## config.mk

```make
export PLATFORM = sky130hd
export DESIGN_NAME = txw_decoder
export DESIGN_NICKNAME = d
export VERILOG_FILES = /design/src/rtl/txw_pkg.sv /design/src/rtl/txw_port_sel.sv /design/src/rtl/txw_par_chk.sv /design/src/rtl/txw_allow_ctr.sv /design/src/rtl/txw_decoder.sv
export SDC_FILE = /design/constraint.sdc
export NUM_CORES = 1
export LEC_CHECK = 0
export ABC_AREA = 1
export BUFFER_PORTS_ARGS = -buffer_cell sky130_fd_sc_hd__buf_2
export CAP_MARGIN = 40
export CORE_ASPECT_RATIO = 1.75
export CORE_MARGIN = 2
export CORE_UTILIZATION = 53
export CTS_CLUSTER_DIAMETER = 80
export DETAILED_ROUTE_END_ITERATION = 8
export GPL_ROUTABILITY_DRIVEN = 0
export GPL_TIMING_DRIVEN = 0
export PLACE_DENSITY = 0.81
export SLEW_MARGIN = 0
export SYNTH_ARGS = -nofsm -noshare
export SYNTH_HDL_FRONTEND = slang
export SYNTH_SLANG_ARGS = --single-unit
```

## constraint.sdc

```tcl
create_clock -name clk -period 2.39 [get_ports clk]
set_input_delay 0.3585 -clock clk [delete_from_list [all_inputs] [get_ports clk]]
set_output_delay 0.3585 -clock clk [all_outputs]
set_load 0.05 [all_outputs]
```

## src/rtl/txw_pkg.sv

```systemverilog
package txw_pkg;
   localparam int PORT_NUM_W = 8;
   typedef logic [PORT_NUM_W-1:0] port_t;

   // valid bytes in the last word of a 32-bit bus
   function automatic logic [2:0] last_word_bytes(input logic [1:0] m);
      return 3'd4 - {1'b0, m};
   endfunction
endpackage

```

## src/rtl/txw_port_sel.sv

```systemverilog
module txw_port_sel
   import txw_pkg::*;
#(
   parameter bit SINGLE = 1'b0
) (
   input  logic  clk,
   input  logic  rst_n,
   input  logic  addr_cyc,
   input  logic  data_cyc,
   input  port_t addr_in,
   output port_t sel,
   output port_t sel_nxt
);
   generate
      if (SINGLE) begin : g_fixed
         assign sel     = '0;
         assign sel_nxt = '0;
      end else begin : g_inband
         port_t sel_q;
         assign sel_nxt = addr_cyc ? addr_in : sel_q;
         always_ff @(posedge clk or negedge rst_n) begin
            if (!rst_n) sel_q <= '0;
            else        sel_q <= sel_nxt;
         end
         assign sel = sel_q;

         // the port cannot change on a data cycle
         a_r2_port_kept: assert property (@(posedge clk) disable iff (!rst_n)
            data_cyc |=> $stable(sel_q));
      end
   endgenerate
endmodule

```

## src/rtl/txw_par_chk.sv

```systemverilog
module txw_par_chk #(
   parameter int W = 32
) (
   input  logic         chk_en,
   input  logic [W-1:0] d,
   input  logic         p,
   output logic         bad
);
   // odd parity: data plus parity bit must hold an odd count of ones
   assign bad = chk_en && !(^{d, p});
endmodule

```

## src/rtl/txw_allow_ctr.sv

```systemverilog
module txw_allow_ctr #(
   parameter int LIM_W = 4
) (
   input  logic             clk,
   input  logic             rst_n,
   input  logic             afull,
   input  logic             wr_hit,
   input  logic [LIM_W-1:0] lim,
   output logic             accept,
   output logic             reject
);
   logic [LIM_W-1:0] used_q;

   assign accept = wr_hit && (!afull || (used_q < lim));
   assign reject = wr_hit && !accept;

   always_ff @(posedge clk or negedge rst_n) begin
      if (!rst_n)              used_q <= '0;
      else if (!afull)         used_q <= '0;
      else if (accept)         used_q <= used_q + 1'b1;
   end

   // a dropped write is only possible while almost-full is high
   a_r7_drop_only_full: assert property (@(posedge clk) disable iff (!rst_n)
      reject |-> afull);
   // the count restarts after the status falls
   a_r7_restart: assert property (@(posedge clk) disable iff (!rst_n)
      !afull |=> (used_q == '0));
endmodule

```

## src/rtl/txw_decoder.sv

```systemverilog
module txw_decoder
   import txw_pkg::*;
#(
   parameter int DATA_W = 32,
   parameter int PORTS  = 4,
   parameter int LIM_W  = 4,
   parameter bit SINGLE = 1'b0
) (
   input  logic              clk,
   input  logic              rst_n,
   input  logic              wr_en_n,
   input  logic              addr_mark,
   input  logic [DATA_W-1:0] din,
   input  logic              par,
   input  logic              sop,
   input  logic              eop,
   input  logic [1:0]        mod,
   input  logic              err,
   input  logic [PORTS-1:0]  port_afull,
   input  logic [LIM_W-1:0]  allow_lim,
   output logic [PORTS-1:0]  wr_stb,
   output logic [DATA_W-1:0] wr_data,
   output logic [2:0]        wr_nbytes,
   output logic              wr_sop,
   output logic              wr_eop,
   output logic              wr_abort,
   output logic [7:0]        cur_port,
   output logic              perr_evt,
   output logic              ovf_evt,
   output logic              abort_evt,
   output logic [7:0]        evt_port
);
   localparam int MAX_PORTS = 1 << PORT_NUM_W;

   // elaboration checks
   generate
      if (!(DATA_W == 8 || DATA_W == 32)) begin : g_bad_width
         $error("txw_decoder: DATA_W must be 8 or 32");
      end
      if (PORTS < 1 || PORTS > MAX_PORTS) begin : g_bad_ports
         $error("txw_decoder: PORTS out of range");
      end
      if (LIM_W < 1 || LIM_W > 16) begin : g_bad_lim
         $error("txw_decoder: LIM_W out of range");
      end
   endgenerate

   logic       data_cyc, addr_cyc, par_bad;
   port_t      sel, sel_nxt;
   logic [PORTS-1:0] hit, acc, rej;
   logic       acc_any, rej_any;
   logic [2:0] nbytes;

   assign data_cyc = !wr_en_n;
   assign addr_cyc = wr_en_n && addr_mark && !SINGLE;

   txw_port_sel #(.SINGLE(SINGLE)) u_sel (
      .clk(clk), .rst_n(rst_n), .addr_cyc(addr_cyc), .data_cyc(data_cyc),
      .addr_in(din[7:0]), .sel(sel), .sel_nxt(sel_nxt)
   );

   txw_par_chk #(.W(DATA_W)) u_par (
      .chk_en(data_cyc || addr_cyc), .d(din), .p(par), .bad(par_bad)
   );

   generate
      for (genvar p = 0; p < PORTS; p++) begin : g_port
         assign hit[p] = data_cyc && (sel == PORT_NUM_W'(p));
         txw_allow_ctr #(.LIM_W(LIM_W)) u_ctr (
            .clk(clk), .rst_n(rst_n), .afull(port_afull[p]), .wr_hit(hit[p]),
            .lim(allow_lim), .accept(acc[p]), .reject(rej[p])
         );
      end

      if (DATA_W == 32) begin : g_wide
         assign nbytes = eop ? last_word_bytes(mod) : 3'd4;
      end else begin : g_narrow
         assign nbytes = 3'd1;
      end
   endgenerate

   assign acc_any = |acc;
   assign rej_any = |rej;

   always_ff @(posedge clk or negedge rst_n) begin
      if (!rst_n) begin
         wr_stb    <= '0;
         wr_data   <= '0;
         wr_nbytes <= '0;
         wr_sop    <= 1'b0;
         wr_eop    <= 1'b0;
         wr_abort  <= 1'b0;
         perr_evt  <= 1'b0;
         ovf_evt   <= 1'b0;
         abort_evt <= 1'b0;
         evt_port  <= '0;
      end else begin
         wr_stb    <= acc;
         if (acc_any) begin
            wr_data   <= din;
            wr_nbytes <= nbytes;
         end
         wr_sop    <= acc_any && sop;
         wr_eop    <= acc_any && eop;
         wr_abort  <= acc_any && eop && err;
         abort_evt <= acc_any && eop && err;
         perr_evt  <= par_bad;
         ovf_evt   <= rej_any;
         evt_port  <= sel_nxt;
      end
   end

   assign cur_port = sel;

   // at most one port is written per cycle
   a_r3_stb_onehot: assert property (@(posedge clk) disable iff (!rst_n)
      $onehot0(wr_stb));
   // a strobe follows a data cycle
   a_r3_stb_from_write: assert property (@(posedge clk) disable iff (!rst_n)
      (|wr_stb) |-> $past(!wr_en_n));
   // an abort only comes with the last word of a written packet
   a_r5_abort_with_eop: assert property (@(posedge clk) disable iff (!rst_n)
      wr_abort |-> (wr_eop && (|wr_stb)));
   // parity errors only come from data or address cycles
   a_r6_perr_cycle: assert property (@(posedge clk) disable iff (!rst_n)
      perr_evt |-> $past(!wr_en_n || addr_mark));
   // drops only while some port is almost full
   a_r7_ovf_needs_full: assert property (@(posedge clk) disable iff (!rst_n)
      ovf_evt |-> $past(|port_afull));
   // a dropped write never strobes
   a_r7_no_stb_on_drop: assert property (@(posedge clk) disable iff (!rst_n)
      ovf_evt |-> (wr_stb == '0));
endmodule

```

==> results by group, run 1 <==
Global route
  • Vias in the first global route: 3604
  • Antenna violations before repair: 0
  • Largest net degree at the start of global routing: 38
  • Total gr overflow: 0
  • First-pass GRT wire length: 15400 um
  • Gr usage total: 24.9%

Drt
  • Drt via density: 4.94
  • Detailed Route Iter0 Violations: 188
  • Wire length per cell: 12.2 um
  • Post-route ant nets: 0
  • Routed Wire Length: 9330 um
  • Initial DRT Pass Iterations: 4
  • DR vias: 3782
  • DRC: 0

Yosys
  • Syn Area/Cell: 7.09 sq um
  • Syn Nets: between 600 and 700
  • Yosys Warn Count: 0
  • Synth area leaders: dfrtp_1 43%, nand2_1 24%, inv_1 6.1%
  • Sequential fraction of the synthesis area: 43.5%
  • Cell variety after synth: 24
  • Synth top area share: 43.5%
  • Number of synthesized register bits: 68
  • Synth Instances: roughly 550
  • Post-synth top area cell: dfrtp_1
  • Synthesized area: between 3000 and 4000 sq um

Die
  • # rows: 41
  • Core area: a little over 7000 sq um
  • Die Ht: 118 um
  • Initial Utilization: 54.5%
  • Die width: 69.0 um
  • DIE AREA: ~8100 sq um
  • Num ports: 111

Clock tree
  • CTS Sinks: 68
  • Clock tree buffer depth: 2
  • Clock Root Buffer: clkbuf_16
  • Latest clock arrival within the worst-skew pair: between 300 and 400 ps
  • CTS H-tree depth: 3
  • CTS buffer count: 9
  • Clock transition at the registers of the reported paths: 60 ps
  • CTS tree: yes

STA
  • Hold Worst Slack: 250 ps
  • RSZ-0062 raised after global routing: false
  • Slew at the pin closest to its max-slew limit: 425 ps
  • Final setup vio count: 0
  • Tcrit/Tclk final: 89.0%
  • Max Transition Viols Final: 0
  • Min Tclk post-route: between 2000 and 2500 ps
  • Setup Skew: between 6 and 7 ps
  • Fmax: 470 MHz
  • Final hold viol count: 0
  • Final worst slack: 263 ps
  • Slew headroom: a little under three quarters
  • Setup TNS: 0 ps

Finish
  • Nets@finish: 742
  • Multi-input gate area in the final layout: ~1800 sq um
  • Layout cells sized above 1: 22.6%
  • Seq. cell area: 1700 sq um
  • P&R area growth vs syn: 25.4%
  • ANT cells: 0
  • Layout fillers: 639

Critical path
  • Critical Path End Type: flip-flop
  • WP buf/inv: 1
  • Most used cell, CP: nand2_1
  • CP startpoint kind: flip-flop
  • Worst Path Class, Setup: reg2reg
  • Slowest stage delay, CP: 420 ps
  • Worst endpoint required time: between 2000 and 3000 ps
  • Crit-path max FO: 10
  • Critical Path, Cell by Cell: ha_1, o21ai_1, nand2_1, nand3_1, nand2_1, nand2_1, nand2_1, nand2_1, nor2_2, buf_2, nand2_1, o21ai_1
  • Slowest-stage cell, CP: dfrtp_1
  • Critical Path AT: 2380 ps
  • Cell family with most CP delay: simple AND/OR/NAND/NOR gates

Status
  • Status: finished clean

Place
  • Pre-CTS setup slack: 153 ps
  • Port Buffers: 110
  • Post-detail-place hpwl: ~7300 um

Job
  • Max-cap violations: 0

Hold path
  • Hold Path Class: in2reg

Power and ir drop
  • Maximum vdd drop: between 800 and 900 uV
  • Pleak: 2.99 nW
  • Power per cell area: 1090 nW/um^2
-- final timing paths --
kind                            slack [ps]                      start  cells past startpoint                   endpoint
worst max-delay path                   260  g_port[2].u_ctr.used_q[1]                     12                 wr_data[5]
worst min-delay path                   250                        sop                      3                     wr_sop
worst max register to register         260  g_port[2].u_ctr.used_q[1]                     12                 wr_data[5]
worst min register to register         480               wr_nbytes[0]                      2               wr_nbytes[0]
max in group asynchronous             1330                      rst_n                      3               wr_nbytes[2]
min in group asynchronous              500                      rst_n                      2  g_port[1].u_ctr.used_q[2]
-- area by class of cell --
class                   instances  share of cell area (%)
well taps                      86                    2.19
plain buffers                  17                    2.45
clock inverters                 4                   0.969
inverters                      67                    5.12
repair buffers                112                    11.9
clock buffers                  12                    5.23
multi-input cells             400                    37.5
flip-flops and latches         68                    34.7
-- cell usage after synthesis --
master    instances
nand2_1         252
dfrtp_1          68
inv_1            64
o21ai_1          38
nor2_1           31
nand3_1          19
ha_1             17
o21ai_0          16
a21oi_1          12
buf_4            12
nor3_1            4
buf_2             3
nor4_2            3
inv_2             2
or2_4             2
buf_6             1
clkbuf_1          1
clkinv_1          1
nand4_1           1
nor2_2            1
nor2_4            1
nor3b_2           1
nor4_4            1
or2_2             1
-- placed cells by master (no fill, tap or decap), types with 13 or more instances in the layout --
| cell | instances |
|---|---|
| ha_1 | 17 |
| dfrtp_1 | 68 |
| o21ai_0 | 16 |
| o21ai_1 | 38 |
| nor2_1 | 31 |
| nand2_1 | 252 |
| inv_1 | 64 |
| buf_2 | 112 |
| buf_4 | 13 |
| nand3_1 | 19 |
-- worst min-delay path: stages --
cell and delay [ps]:
buf_2 100, inv_1 40, nor2_1 40
-- where the power goes --
group,switching [mW],internal (mW)
clock network,0.479,0.860
logic,1.76,0.530
registers,0.213,1.49
total,2.45,2.88
-- layer usage --
layer / wire, um / part of all wire [%] / global-route usage [%]
met4: 265 / 2.8 / 10.9
met2: 5180 / 56 / 45.4
met5: 0 / 0 / 0
met3: 446 / 4.8 / 5.45
met1: 3430 / 37 / 25.5
-- flip-flops by register name, indices dropped and copies added, names as in the netlist --
signal / flops
perr_evt: 1
ovf_evt: 1
g_port.u_ctr.used_q: 16
wr_stb: 4
abort_evt: 1
u_sel.sel: 8
wr_eop: 1
wr_sop: 1
wr_data: 32
wr_nbytes: 3
-- cells by family after synthesis --
kind of cell               synth area share, %
AOI/OAI and AO/OA                         8.44
adders and majority gates                 5.44
DFF                                       43.5
buffers and inverters                     9.50
and+or+nand+nor                           33.1
-- per-stage QoR --
| stage | power, mW | area [sq um] | utilization [%] | std cells |
|---|---|---|---|---|
| final | 5.33 | 4910 | 68.3 | 766 |
| after global routing | 5.60 | 4910 | 68.3 | 766 |
| after CTS | 5.38 | 4910 | 68.3 | 766 |
| after detailed placement | 4.01 | 4590 | 64.0 | 749 |
| after global placement | 3.97 | 4570 | 63.6 | 748 |
| after floorplan | 3.42 | 3910 | - | 552 |
-- timing repair --
item	4_1_cts	5_1_grt
gates resized for setup	0	0
buffers inserted	0	0
hold buffers	1	0
endpoints found under the hold margin	31	0
(Power assumes the default switching activity.)
==> run 2, diff against run 1 <==
Settings changed: PLACE_DENSITY 0.81 to 0.77.
==> results by group, run 2 (synthesis gave the netlist of run 1 again) <==
Drt
  • Initial DRT Pass Iterations: 4
  • Highest Signal Layer: met4
  • Post-route ant nets: 0
  • Met1 wire length: 3510 um
  • DR vias: ~3800
  • Drt via density: 4.94
  • Routed Wire Length: 9470 um
  • Detailed Route Iter0 Violations: 169
  • Wire length per cell: roughly 12 um
  • Detailed route wirelength on metal3: roughly 450 um
  • Metal2 WL: between 5000 and 6000 um
  • DRC: 0

Job
  • Max-cap violations: 0

Power and ir drop
  • Power per cell area: approximately 1100 nW/um^2
  • Maximum vdd drop: 952 uV
  • Pleak: 2.99 nW

Finish
  • Commonest non-fill, non-tap cells in the layout: 252 x nand2_1, 112 x buf_2, 68 x dfrtp_1, 64 x inv_1, 38 x o21ai_1
  • Reg with most FFs: wr_data
  • Number of flip-flops in the largest register: 32
  • Layout fillers: between 600 and 700
  • P&R area growth vs syn: 25.2%
  • Multi-input gate area in the final layout: ~1800 sq um
  • Seq. cell area: 1700 sq um
  • ANT cells: 0
  • Nets@finish: 742
  • Cell Count, Final, Fillers Out: 765
  • Finished Cell Area: 4900 sq um
  • Layout cells sized above 1: 22.5%
  • Most common cell after layout, fill and taps aside: nand2_1

Critical path
  • Cell family with most CP delay: simple AND/OR/NAND/NOR gates
  • Worst r2r path cells: 12
  • WP buf/inv: 1
  • Crit-path max FO: 10
  • Worst endpoint required time: 2640 ps
  • Worst Path Class, Setup: reg2reg
  • Slowest-stage cell, CP: dfrtp_1
  • Critical Path, Cell by Cell: ha_1, o21ai_1, nand2_1, nand3_1, nand2_1, nand2_1, nand2_1, nand2_1, nor2_4, buf_2, nand2_1, o21ai_1
  • Most used cell, CP: nand2_1
  • Slowest stage delay, CP: 420 ps
  • Worst R2R Start: g_port[3].u_ctr.used_q[1]
  • R2R Path End: wr_data[30]
  • Critical Path AT: 2360 ps
  • R2R setup slack: ~280 ps
  • Critical Path End Type: flip-flop
  • CP startpoint kind: flip-flop

Status
  • Status: finished clean

Global route
  • Gr usage total: 25.2%
  • Largest net degree at the start of global routing: between 40 and 50
  • Antenna violations before repair: 0
  • Total gr overflow: 0
  • First-pass GRT wire length: ~15000 um
  • Vias in the first global route: 3661

STA
  • Slew at the pin closest to its max-slew limit: between 300 and 400 ps
  • Slew headroom: approximately three quarters
  • Min Tclk post-route: 2110 ps
  • Max Transition Viols Final: 0
  • Final hold viol count: 0
  • Fmax: around 470 MHz
  • Setup Skew: about 2.9 ps
  • Tcrit/Tclk final: 88.2%
  • RSZ-0062 raised after global routing: false
  • Final setup vio count: 0
  • Setup TNS: 0 ps

Clock tree
  • # Post-CTS Setup Buffers: 0
  • Clock tree buffer depth: 2
  • Clock Root Buffer: clkbuf_16
  • CTS buffer count: 9
  • Latest clock arrival within the worst-skew pair: 330 ps
  • Clock transition at the registers of the reported paths: 50 ps
  • CTS tree: yes
  • CTS Sinks: 68
  • CTS H-tree depth: 3

Die
  • Die Ht: approximately 120 um
  • Die width: 69.0 um
  • Initial Utilization: 54.5%
  • DIE AREA: ~8100 sq um
  • # rows: 41
  • Num ports: approximately 110
  • Core area: 7180 sq um

Hold path
  • Worst hold start: mod[0]
  • Worst Hold Path Cells: 3
  • Hold Path Class: in2reg
  • Hold Crit Endpoint: wr_nbytes[0]

Place
  • Area after DPL: 4590 sq um
  • Placed Instances: about 750
  • Post-detail-place hpwl: 7540 um
  • Port Buffers: 110
run 2: changes by cell type in the layout (fill, tap and decap cells not counted):
cell        delta
nor2_2         -1
bufinv_16      -1
nor2_4         +1
clkinv_2       -1
clkinvlp_4     -1
clkbuf_8       +2
run 2: what timing repair did:
action,4_1_cts,5_1_grt
gates resized for setup,0,1
hold buffers,1,0
endpoints found under the hold margin,25,0
endpoints found under the setup margin,0,5
run 2: worst max path at each step:
stage | from | endpoint | slack [ps] | depth (start not counted)
after floorplan | u_sel.sel[3] | wr_data[0] | 470 | 8
after global placement | allow_lim[1] | wr_data[2] | 180 | 14
after detailed placement | allow_lim[1] | wr_data[30] | 70 | 14
after CTS | g_port[3].u_ctr.used_q[1] | wr_data[30] | 190 | 12
after global routing | g_port[0].u_ctr.used_q[1] | wr_data[6] | 70 | 12
final | g_port[3].u_ctr.used_q[1] | wr_data[30] | 280 | 12
run 2: area by class of cell:
| class | instances | share of cell area (%) |
|---|---|---|
| sequential | 68 | 34.7 |
| buffer | 17 | 2.45 |
| clock buffer | 14 | 5.80 |
| inverter | 67 | 5.14 |
| multi-input combinational | 400 | 37.7 |
| tap | 86 | 2.20 |
| timing repair buffer | 112 | 11.9 |
| clock inverter | 1 | 0.102 |
run 2: tightest hold or removal path, cell delays in order:
cell     delay [ps]
buf_2            90
nand2_1          40
nand2_1          50
run 2: routing by layer:
metal | global-route usage (%) | up-vias
li1 | - | 1954
met1 | 25.7 | 1705
met2 | 45.3 | 97
met3 | 6.88 | 23
met4 | 11.0 | 0
met5 | 0 | -
run 2: report_power, final:
part,switching [mW],internal (mW)
Clock,0.460,0.808
Sequential,0.214,1.49
Combinational,1.76,0.530
Total,2.44,2.83
run 2: through the flow:
step	utilization, %	setup WS (ps)	total power, mW	hold slack, ps
floorplan	-	467	3.42	62.9
global placement	63.6	183	3.98	468
detailed placement	64.0	74.6	4.03	301
CTS	68.1	188	5.32	237
global route	68.2	72.6	5.54	248
finish	68.2	281	5.27	246
==> run 3, diff against run 2 <==
Settings changed: CAP_MARGIN 40 to 20, GPL_ROUTABILITY_DRIVEN 0 to default, PLACE_DENSITY 0.77 to 0.82.
==> results by group, run 3 (synthesis gave the netlist of run 1 again) <==
Status
  • Status: finished clean

Critical path
  • CP startpoint kind: flip-flop
  • Critical Path AT: 2360 ps
  • CP startpoint: g_port[0].u_ctr.used_q[1]
  • Slowest-stage cell, CP: dfrtp_1
  • Critical Path End Type: flip-flop
  • Critical Path, Cell by Cell: ha_1, o21ai_1, nand2_1, nand3_1, nand2_1, nand2_1, nand2_1, nand2_1, nor2_4, buf_2, nand2_1, o21ai_1
  • Worst Path Class, Setup: reg2reg
  • R2R setup slack: 290 ps
  • Most used cell, CP: nand2_1
  • Worst R2R Start: g_port[0].u_ctr.used_q[1]
  • Worst endpoint required time: between 2000 and 3000 ps
  • Crit-path max FO: 10
  • Slowest stage delay, CP: approximately 410 ps

STA
  • Final hold viol count: 0
  • Slew headroom: 42.7%
  • Setup Skew: ~7.2 ps
  • Min Tclk post-route: 2100 ps
  • RSZ-0062 raised after global routing: false
  • Max Transition Viols Final: 0
  • Hold Worst Slack: 135 ps
  • Setup TNS: 0 ps
  • Tcrit/Tclk final: 88.0%
  • Final setup vio count: 0
  • Slew at the pin closest to its max-slew limit: 859 ps
  • Final worst slack: 286 ps
  • Fmax: approximately 480 MHz

Place
  • Post-detail-place hpwl: approximately 7600 um
  • RePlAce Congestion: 0.856
  • Pre-CTS setup slack: 108 ps
  • Placed Instances: 748
  • Port Buffers: 110

Finish
  • Cell Count, Final, Fillers Out: approximately 760
  • Most common cell after layout, fill and taps aside: nand2_1
  • Number of flip-flops in the largest register: 32
  • ANT cells: 0
  • P&R area growth vs syn: 26.0%
  • Reg with most FFs: wr_data
  • Nets@finish: 740
  • Commonest non-fill, non-tap cells in the layout: 252 x nand2_1, 112 x buf_2, 68 x dfrtp_1, 64 x inv_1, 38 x o21ai_1
  • Layout cells sized above 1: about 23%

Global route
  • First-pass GRT wire length: 16500 um
  • Gr usage total: 26.9%
  • Total gr overflow: 0
  • Vias in the first global route: 3825
  • Antenna violations before repair: 0
  • Largest net degree at the start of global routing: 69

Clock tree
  • Clock Root Buffer: clkbuf_16
  • CTS Sinks: 68
  • # Post-CTS Setup Buffers: 0
  • CTS buffer count: 9
  • CTS H-tree depth: 3
  • Clock transition at the registers of the reported paths: 60 ps
  • Latest clock arrival within the worst-skew pair: 340 ps
  • Clock tree buffer depth: 2
  • CTS tree: yes

Drt
  • Detailed Route Iter0 Violations: ~180
  • Post-route ant nets: 0
  • Drt via density: 5.06
  • DRC: 0
  • Routed Wire Length: 9820 um
  • Initial DRT Pass Iterations: 4
  • Wire length per cell: 12.9 um
  • DR vias: 3869

Power and ir drop
  • Pleak: 3.00 nW
  • Maximum vdd drop: 999 uV
  • Total power: 5.56 mW
  • Power per cell area: 1130 nW/um^2

Die
  • Initial Utilization: 54.5%
  • Core area: approximately 7000 sq um
  • # rows: just over 40
  • Num ports: around 110
  • DIE AREA: 8110 sq um
  • Die width: 69.0 um
  • Die Ht: 118 um

Job
  • Max-cap violations: 0

Hold path
  • Hold Path Class: in2async
[run 3: changes by cell type in the layout (fill, tap and decap cells not counted), sizes merged]
| cell | change |
|---|---|
| bufinv | +3 |
| buf | -1 |
| dlygate4sd3 | -1 |
| clkbuf | -2 |
[run 3: worst max-delay path, delay by kind of cell (launching register included)]
family | cells | cell delay, ps
AO/OA/AOI/OAI | 2 | 150
adder cells (fa/ha/maj) | 1 | 280
buffers and inverters | 1 | 260
flip-flops | 1 | 410
AND/OR/NAND/NOR | 8 | 920
[run 3: what timing repair did]
item / in CTS / in global routing
gates resized for setup: 0 / 1
hold buffers: 0 / 0
endpoints found under the setup margin: 0 / 14
[run 3: final cells by class]
cell class,count,area (sq um)
buffer,17,120
inverter,67,251
clock inverter,4,95.1
sequential,68,1700
clock buffer,12,256
multi-input combinational,400,1840
tap,86,108
timing repair buffer,110,553
fill,633,2250
[run 3: final timing paths]
| check | depth (start not counted) | to |
|---|---|---|
| worst max register to register | 12 | wr_data[5] |
| min in group clk | 3 | wr_sop |
| worst max-delay path | 12 | wr_data[5] |
| worst min register to register | 2 | wr_nbytes[0] |
| max in group asynchronous | 1 | wr_data[30] |
| worst min-delay path | 1 | g_port[1].u_ctr.used_q[0] |
[run 3: stage by stage]
step	area, sq um	utilization [%]
after floorplan	3910	-
final	4930	68.6
after detailed placement	4570	63.7
after global placement	4570	63.6
after CTS	4920	68.6
after global routing	4930	68.6
[run 3: layer usage]
metal	track usage, %	wire [um]	vias to the layer above
met5	0	0	-
met4	14.0	330	0
met3	5.35	491	29
met2	48.6	5460	92
met1	27.4	3540	1798
li1	-	-	1950
[run 3: where the power goes]
group          internal, mW  switching [mW]  total [mW]
logic                 0.526            1.78        2.30
registers              1.49           0.216        1.71
clock network          1.07           0.480        1.55
